--- src/rtl/seu_rpt_pkg.sv ---
package seu_rpt_pkg;

   typedef enum logic [1:0] {
      FL_IDLE = 2'd0,
      FL_HIGH = 2'd1,
      FL_QUIET = 2'd2
   } flag_state_t;

endpackage

--- src/rtl/seu_det_ce_gen.sv ---
module seu_det_ce_gen #(
   parameter int SEL_W   = 4,
   parameter int EXP_MAX = 8
) (
   input  logic             clk,
   input  logic             rst_n,
   input  logic [SEL_W-1:0] div_sel,
   output logic             det_ce
);
   localparam int CNT_W = EXP_MAX;

   generate
      if (EXP_MAX < 1 || EXP_MAX >= (1 << SEL_W)) begin : g_bad_exp
         $error("seu_det_ce_gen: EXP_MAX must fit in SEL_W and be at least 1");
      end
   endgenerate

   logic [SEL_W-1:0] exp_q;
   logic [CNT_W-1:0] cnt_q;
   logic [CNT_W-1:0] limit;

   function automatic logic [SEL_W-1:0] clamp_exp(input logic [SEL_W-1:0] v);
      if (v == '0 || v > SEL_W'(EXP_MAX)) return SEL_W'(EXP_MAX);
      return v;
   endfunction

   // limit = 2^n - 1, built as a mask of n low ones
   always_comb begin
      for (int i = 0; i < CNT_W; i++) begin
         limit[i] = (SEL_W'(i) < exp_q);
      end
   end

   assign det_ce = (cnt_q == limit);

   always_ff @(posedge clk) begin
      if (!rst_n) begin
         exp_q <= clamp_exp(div_sel);
         cnt_q <= '0;
      end else begin
         cnt_q <= det_ce ? '0 : cnt_q + 1'b1;
      end
   end

   // pulse is a single cycle wide for any legal exponent
   a_r11_single_pulse: assert property (@(posedge clk) disable iff (!rst_n)
      det_ce |=> !det_ce);

   // exponent frozen once out of reset
   a_r11_exp_frozen: assert property (@(posedge clk) disable iff (!rst_n)
      rst_n |=> $stable(exp_q));

endmodule

--- src/rtl/seu_report_core.sv ---
module seu_report_core
   import seu_rpt_pkg::*;
#(
   parameter int MSG_W      = 46,
   parameter int QUIET_TICKS = 32
) (
   input  logic             clk,
   input  logic             rst_n,
   input  logic             det_ce,
   input  logic             rpt_valid,
   input  logic [MSG_W-1:0] rpt_data,
   output logic [MSG_W-1:0] msg_q,
   output logic             msg_new,
   output logic             err_flag
);
   localparam int QW = $clog2(QUIET_TICKS);

   generate
      if (QUIET_TICKS < 2) begin : g_bad_quiet
         $error("seu_report_core: QUIET_TICKS must be at least 2");
      end
      if (MSG_W < 1) begin : g_bad_w
         $error("seu_report_core: MSG_W must be positive");
      end
   endgenerate

   flag_state_t st_q;
   logic [QW-1:0] quiet_q;
   logic pend_q;

   always_ff @(posedge clk) begin
      if (!rst_n) begin
         msg_q   <= '0;
         msg_new <= 1'b0;
      end else begin
         msg_new <= rpt_valid;
         if (rpt_valid) msg_q <= rpt_data;
      end
   end

   always_ff @(posedge clk) begin
      if (!rst_n) begin
         st_q    <= FL_IDLE;
         quiet_q <= '0;
         pend_q  <= 1'b0;
      end else begin
         case (st_q)
            FL_IDLE: begin
               if (pend_q) begin
                  st_q   <= FL_HIGH;
                  pend_q <= rpt_valid;
               end else begin
                  pend_q <= rpt_valid;
               end
            end
            FL_HIGH: begin
               if (rpt_valid) pend_q <= 1'b1;
               if (det_ce) begin
                  st_q    <= FL_QUIET;
                  quiet_q <= '0;
               end
            end
            FL_QUIET: begin
               if (rpt_valid) pend_q <= 1'b1;
               if (det_ce) begin
                  if (quiet_q == QW'(QUIET_TICKS - 1)) st_q <= FL_IDLE;
                  else quiet_q <= quiet_q + 1'b1;
               end
            end
            default: st_q <= FL_IDLE;
         endcase
      end
   end

   assign err_flag = (st_q == FL_HIGH);

   // ---- checking logic ----
   logic flag_d;
   logic fresh_q;
   logic [QW:0] low_ticks;

   always_ff @(posedge clk) begin
      if (!rst_n) begin
         flag_d    <= 1'b0;
         fresh_q   <= 1'b0;
         low_ticks <= (QW+1)'(QUIET_TICKS);
      end else begin
         flag_d <= err_flag;
         if (err_flag && !flag_d) fresh_q <= msg_new;
         else if (msg_new) fresh_q <= 1'b1;
         if (flag_d && !err_flag) low_ticks <= '0;
         else if (!err_flag && det_ce && low_ticks < (QW+1)'(QUIET_TICKS))
            low_ticks <= low_ticks + 1'b1;
      end
   end

   // message register follows every valid report
   a_r1_msg_load: assert property (@(posedge clk) disable iff (!rst_n)
      rpt_valid |=> msg_q == $past(rpt_data));

   // every rise is backed by a report stored since the previous rise
   a_r2_rise_fresh: assert property (@(posedge clk) disable iff (!rst_n)
      (err_flag && !flag_d) |-> fresh_q);

   // quiet interval honoured before each rise
   a_r3_quiet_len: assert property (@(posedge clk) disable iff (!rst_n)
      (err_flag && !flag_d) |-> low_ticks >= (QW+1)'(QUIET_TICKS));

   // flag drops only on a detection tick
   a_r3_high_until_tick: assert property (@(posedge clk) disable iff (!rst_n)
      (err_flag && !det_ce) |=> err_flag);

endmodule

--- src/rtl/seu_readout_path.sv ---
module seu_readout_path #(
   parameter int MSG_W = 46
) (
   input  logic             clk,
   input  logic             rst_n,
   input  logic [MSG_W-1:0] msg_q,
   input  logic             msg_new,
   input  logic             snap_en,
   input  logic             cap,
   input  logic             shift,
   input  logic             sin,
   output logic             sout,
   output logic             overrun
);
   generate
      if (MSG_W < 2) begin : g_bad_w
         $error("seu_readout_path: MSG_W must be at least 2");
      end
   endgenerate

   logic [MSG_W-1:0] upd_q;
   logic [MSG_W-1:0] sr_q;
   logic stale_q;
   logic copy;

   assign copy = snap_en && (msg_new || stale_q);

   always_ff @(posedge clk) begin
      if (!rst_n) begin
         upd_q   <= '0;
         stale_q <= 1'b0;
         overrun <= 1'b0;
      end else begin
         if (copy) upd_q <= msg_q;
         stale_q <= !snap_en && (msg_new || stale_q);
         if (msg_new && !snap_en) overrun <= 1'b1;
      end
   end

   always_ff @(posedge clk) begin
      if (!rst_n) begin
         sr_q <= '0;
      end else if (cap) begin
         sr_q <= upd_q;
      end else if (shift) begin
         sr_q <= {sin, sr_q[MSG_W-1:1]};
      end
   end

   assign sout = sr_q[0];

   // copy one edge after the report lands
   a_r5_copy: assert property (@(posedge clk) disable iff (!rst_n)
      (snap_en && msg_new) |=> upd_q == $past(msg_q));

   // frozen snapshot while enable is low
   a_r6_frozen: assert property (@(posedge clk) disable iff (!rst_n)
      !snap_en |=> $stable(upd_q));

   // overrun is sticky
   a_r7_sticky: assert property (@(posedge clk) disable iff (!rst_n)
      overrun |=> overrun);

   // capture loads the snapshot
   a_r8_capture: assert property (@(posedge clk) disable iff (!rst_n)
      cap |=> sr_q == $past(upd_q));

   // serial input lands in the MSB
   a_r9_shift_in: assert property (@(posedge clk) disable iff (!rst_n)
      (shift && !cap) |=> sr_q[MSG_W-1] == $past(sin));

endmodule

--- src/rtl/seu_report_capture.sv ---
module seu_report_capture #(
   parameter int MSG_W       = 46,
   parameter int N_READERS   = 2,
   parameter int QUIET_TICKS = 32,
   parameter int SEL_W       = 4,
   parameter int EXP_MAX     = 8
) (
   input  logic                 clk,
   input  logic                 rst_n,
   input  logic [SEL_W-1:0]     div_sel,
   output logic                 det_ce,
   input  logic                 rpt_valid,
   input  logic [MSG_W-1:0]     rpt_data,
   output logic                 err_flag,
   input  logic [N_READERS-1:0] snap_en,
   input  logic [N_READERS-1:0] cap,
   input  logic [N_READERS-1:0] shift,
   input  logic [N_READERS-1:0] sin,
   output logic [N_READERS-1:0] sout,
   output logic [N_READERS-1:0] overrun
);
   generate
      if (N_READERS < 1) begin : g_bad_n
         $error("seu_report_capture: need at least one reader");
      end
   endgenerate

   logic [MSG_W-1:0] msg_q;
   logic msg_new;

   seu_det_ce_gen #(
      .SEL_W  (SEL_W),
      .EXP_MAX(EXP_MAX)
   ) u_ce (
      .clk    (clk),
      .rst_n  (rst_n),
      .div_sel(div_sel),
      .det_ce (det_ce)
   );

   seu_report_core #(
      .MSG_W      (MSG_W),
      .QUIET_TICKS(QUIET_TICKS)
   ) u_core (
      .clk      (clk),
      .rst_n    (rst_n),
      .det_ce   (det_ce),
      .rpt_valid(rpt_valid),
      .rpt_data (rpt_data),
      .msg_q    (msg_q),
      .msg_new  (msg_new),
      .err_flag (err_flag)
   );

   generate
      for (genvar g = 0; g < N_READERS; g++) begin : g_path
         seu_readout_path #(
            .MSG_W(MSG_W)
         ) u_path (
            .clk    (clk),
            .rst_n  (rst_n),
            .msg_q  (msg_q),
            .msg_new(msg_new),
            .snap_en(snap_en[g]),
            .cap    (cap[g]),
            .shift  (shift[g]),
            .sin    (sin[g]),
            .sout   (sout[g]),
            .overrun(overrun[g])
         );
      end
   endgenerate

endmodule

--- config.mk ---
export PLATFORM = sky130hd
export DESIGN_NAME = seu_report_capture
export DESIGN_NICKNAME = d
export VERILOG_FILES = /design/src/rtl/seu_rpt_pkg.sv /design/src/rtl/seu_det_ce_gen.sv /design/src/rtl/seu_report_core.sv /design/src/rtl/seu_readout_path.sv /design/src/rtl/seu_report_capture.sv
export SDC_FILE = /design/constraint.sdc
export NUM_CORES = 1
export LEC_CHECK = 0
export BUFFER_PORTS_ARGS = -buffer_cell sky130_fd_sc_hd__buf_2
export CAP_MARGIN = 30
export CORE_AREA = 10 10 154 156
export DETAILED_ROUTE_END_ITERATION = 8
export DIE_AREA = 0 0 164 166
export GPL_ROUTABILITY_DRIVEN = 0
export PLACE_DENSITY = 0.76
export SYNTH_ARGS = -nofsm -noshare
export SYNTH_HDL_FRONTEND = slang
export SYNTH_SLANG_ARGS = --single-unit
--- constraint.sdc ---
create_clock -name clk -period 1.9 [get_ports clk]
set_input_delay 0.095 -clock clk [delete_from_list [all_inputs] [get_ports clk]]
set_output_delay 0.095 -clock clk [all_outputs]
set_load 0.05 [all_outputs]
==> impl_metrics.env <==
export IMPL_reg2reg_to="u_core.quiet_q[3]"
export IMPL_drv_slew=0
export IMPL_critPathKind="flop to output port"
export IMPL_wirelength_mm=21.4
export IMPL_synthTopCellsByArea="dfxtp_1 (50%), mux2i_1 (14%), a21oi_1 (9.4%)"
export IMPL_via_per_inst=5.06
export IMPL_path_max_fanout=9
export IMPL_drv_cap=0
export IMPL_ys_ff_latch=255
export IMPL_num_antenna_cells=0
export IMPL_syn_avg_cell_area_um2=8.47
export IMPL_yosys_area_top_type="dfxtp_1"
export IMPL_dpl_cell_count=1472
export IMPL_wl_per_cell_um=13.5
export IMPL_switching_share_pct=23.2
export IMPL_crit_arrival_ns=2.08
export IMPL_critPathLaunchType="flop"
export IMPL_die_area_um2=27200
export IMPL_slew_headroom_pct=62.7
export IMPL_worstMarginPinSlew_ns=0.559
export IMPL_seqCellArea_um2=5140
export IMPL_skew_ns=0.00982
export IMPL_r2r_cells=9
export IMPL_synth_common_cells="dfxtp_1 (251), nor2_1 (249), nand2_1 (195)"
export IMPL_grt_start_max_net_pins=93
export IMPL_synth_cells=1197
export IMPL_numCtsBuffers=26
export IMPL_clkTransAtPathRegs_ns=0.06
export IMPL_via_count=8014
export IMPL_hpwl_mm=12.6
export IMPL_grt_setup_unrepaired="true"
export IMPL_hold_path_class="input port to flop"
export IMPL_grt_pass1_vias=7592
export IMPL_die_h_um=166
export IMPL_min_to="g_path[1].u_path.sr_q[45]"
export IMPL_nets=1355
export IMPL_synth_edf_count=4
export IMPL_grt_pass1_wl_mm=36.0
export IMPL_htree_num_levels=1
export IMPL_slowest_stage="edfxtp_1"
export IMPL_fillers=1779
export IMPL_pwr_share_comb_pct=8.3
export IMPL_clk_latency_ns=0.52
export IMPL_p_clk_share_pct=44.3
export IMPL_clk_path_buf_depth=3
export IMPL_yosysMostFrequentCell="dfxtp_1"
export IMPL_io_buffers=66
export IMPL_worstReg2RegStart="u_ce.exp_q[3]"
export IMPL_final_period_utilization_pct=114
export IMPL_synthDistinctLibCells=44
export IMPL_period_minus_slack_ns=2.17
export IMPL_drcViolationCount=0
export IMPL_worstPathCellList="buf_4 -> nor4_4 -> xnor2_2 -> a31oi_4 -> nand3_2 -> inv_2 -> buf_8"
export IMPL_multiInputGateArea_um2=4690
export IMPL_firstDrtPassIters=6
export IMPL_fp_row_count=53
export IMPL_die_w_um=164
export IMPL_ys_seq_area_share_pct=50.7
export IMPL_p_per_area_nw_per_um2=957
export IMPL_power_total_w=0.0119
export IMPL_critPathCaptureType="output port"
export IMPL_setup_slack_ns=-0.273
export IMPL_violations="setup timing"
export IMPL_cts_sinks=255
export IMPL_max_freq_ghz=0.460
export IMPL_cts_root_buf="clkbuf_16"
export IMPL_drive_above_1_share_pct=12.7
export IMPL_antenna_found_initial=0
export IMPL_layout_cells_non_filler=1583
export IMPL_power_internal_w=0.00912
export IMPL_mappedNetlistNets=1264
export IMPL_p_leak_nw=5.00
export IMPL_grt_remaining_overflow=0
export IMPL_worstHoldStart="sin[1]"
export IMPL_tritoncts="done"
export IMPL_slowest_delay_ns=0.52
export IMPL_switchingPower_w=0.00275
export IMPL_ir_drop_mv=0.564
export IMPL_synth_ff_type="dfxtp_1"
export IMPL_start_util_pct=49.0
export IMPL_synth_top_cell_area_share_pct=49.6
export IMPL_ios=67
export IMPL_whs_path_depth=5
export IMPL_ant_nets=0
export IMPL_status="finished, violations left"
export IMPL_ys_warn_count=0
export IMPL_async_flop_share_pct=0
export IMPL_setup_viol=9
export IMPL_ff2ff_setup_slack_ns=-0.19
export IMPL_gr_usage_all_layers_pct=15.2
export IMPL_drtIter0Drc=585
export IMPL_final_hold_viol_count=0
export IMPL_seqPwrFrac_pct=47.4
export IMPL_areaGrowthSynthToFinish_pct=22.4
export IMPL_coreArea_um2=20700
export IMPL_synthesis_area_um2=10100
export IMPL_worstPathRequired_ns=1.80
## flip-flops by register name, indices dropped and copies added, names as in the netlist, 4 cells and up
signal	cells
u_ce.exp_q	4
u_core.quiet_q	5
g_path.u_path.sr_q	92
u_core.msg_q	46
u_ce.cnt_q	8
g_path.u_path.upd_q	92
## how the worst max path moves through the flow
stage,start,to,slack [ns]
after floorplan,u_ce.exp_q[3],u_core.quiet_q[2],0.03
after global placement,u_ce.exp_q[3],u_core.quiet_q[2],0.02
after detailed placement,u_ce.exp_q[2],u_core.quiet_q[4],-0.14
after CTS,u_ce.exp_q[2],det_ce,-0.26
after global routing,u_ce.exp_q[2],det_ce,-0.36
final,u_ce.exp_q[1],det_ce,-0.27
## stage by stage
stage | setup slack (ns) | TNS [ns] | utilization [%] | instance area, um2 | hold slack, ns
after floorplan | 0.0287 | 0 | - | 10100 | 0.172
after global placement | 0.0155 | 0 | 52.2 | 10800 | 0.326
after detailed placement | -0.145 | -0.789 | 52.2 | 10800 | 0.335
after CTS | -0.261 | -1.13 | 59.7 | 12400 | 0.0645
after global routing | -0.360 | -2.73 | 60.0 | 12400 | 0.0949
final | -0.273 | -1.34 | 60.0 | 12400 | 0.0789
## cells by family after synthesis
logic type / Yosys count / share of synthesized area (%)
buffers and inverters: 96 / 4.12
AND/OR/NAND/NOR: 479 / 18.8
adder cells (fa/ha/maj): 6 / 0.740
AO/OA/AOI/OAI: 215 / 11.3
flip-flops: 255 / 50.7
XOR/XNOR: 8 / 0.691
multiplexers: 138 / 13.6
## power by group through the flow
stage / Clock [W] / Combinational, W / Sequential [W]
finish: 0.00526 / 0.000982 / 0.00563
global route: 0.00559 / 0.00108 / 0.00565
CTS: 0.00534 / 0.000968 / 0.00563
detailed placement: 0 / 0.000854 / 0.00575
global placement: 0 / 0.000832 / 0.00574
floorplan: 0 / 0.000626 / 0.00569
## critical path, delay by kind of cell (launching register included)
| family | cells | cell delay (ns) |
|---|---|---|
| AOI/OAI and AO/OA | 1 | 0.20 |
| xor gates and xnor gates | 1 | 0.13 |
| DFF | 1 | 0.52 |
| and+or+nand+nor | 2 | 0.30 |
| buffers and inverters | 3 | 0.42 |
## repair_timing
action / in CTS / in global routing
hold buffers: 55 / 0
gates resized for setup: 19 / 10
endpoints found under the hold margin: 59 / 0
buffers inserted: 5 / 4
endpoints found under the setup margin: 15 / 15
pin swaps: 5 / 9
## layout by cell type (no fill, tap or decap), drive strengths merged, types with 5 or more instances in the layout
cell         netlist  layout
xor2               5       5
nand3              7       7
clkbuf            55      32
mux2i            138     138
o21ai             11      11
a21oi            191     191
nor2             249     249
nor3               6       6
dlygate4sd3        0      55
clkinv             0      11
ha                 6       6
inv                9       9
nand2            195     195
buf               32      95
dfxtp            251     251
## metal layers
| metal | share of wire (%) | track usage, % | routed length, um |
|---|---|---|---|
| met2 | 49 | 25.4 | 10500 |
| met4 | 1.2 | 3.81 | 267 |
| met3 | 4.2 | 2.45 | 909 |
| met5 | 0 | 0 | 0 |
| met1 | 45 | 19.8 | 9690 |
## cell type report
| class | count | area share [%] |
|---|---|---|
| repair buffers | 150 | 10.5 |
| flip-flops and latches | 255 | 41.5 |
| clock inverters | 16 | 1.53 |
| clock buffers | 32 | 5.68 |
| inverters | 9 | 0.313 |
| multi-input cells | 846 | 37.8 |
| well taps | 275 | 2.77 |
No activity file was read; power rests on OpenSTA's default activity.
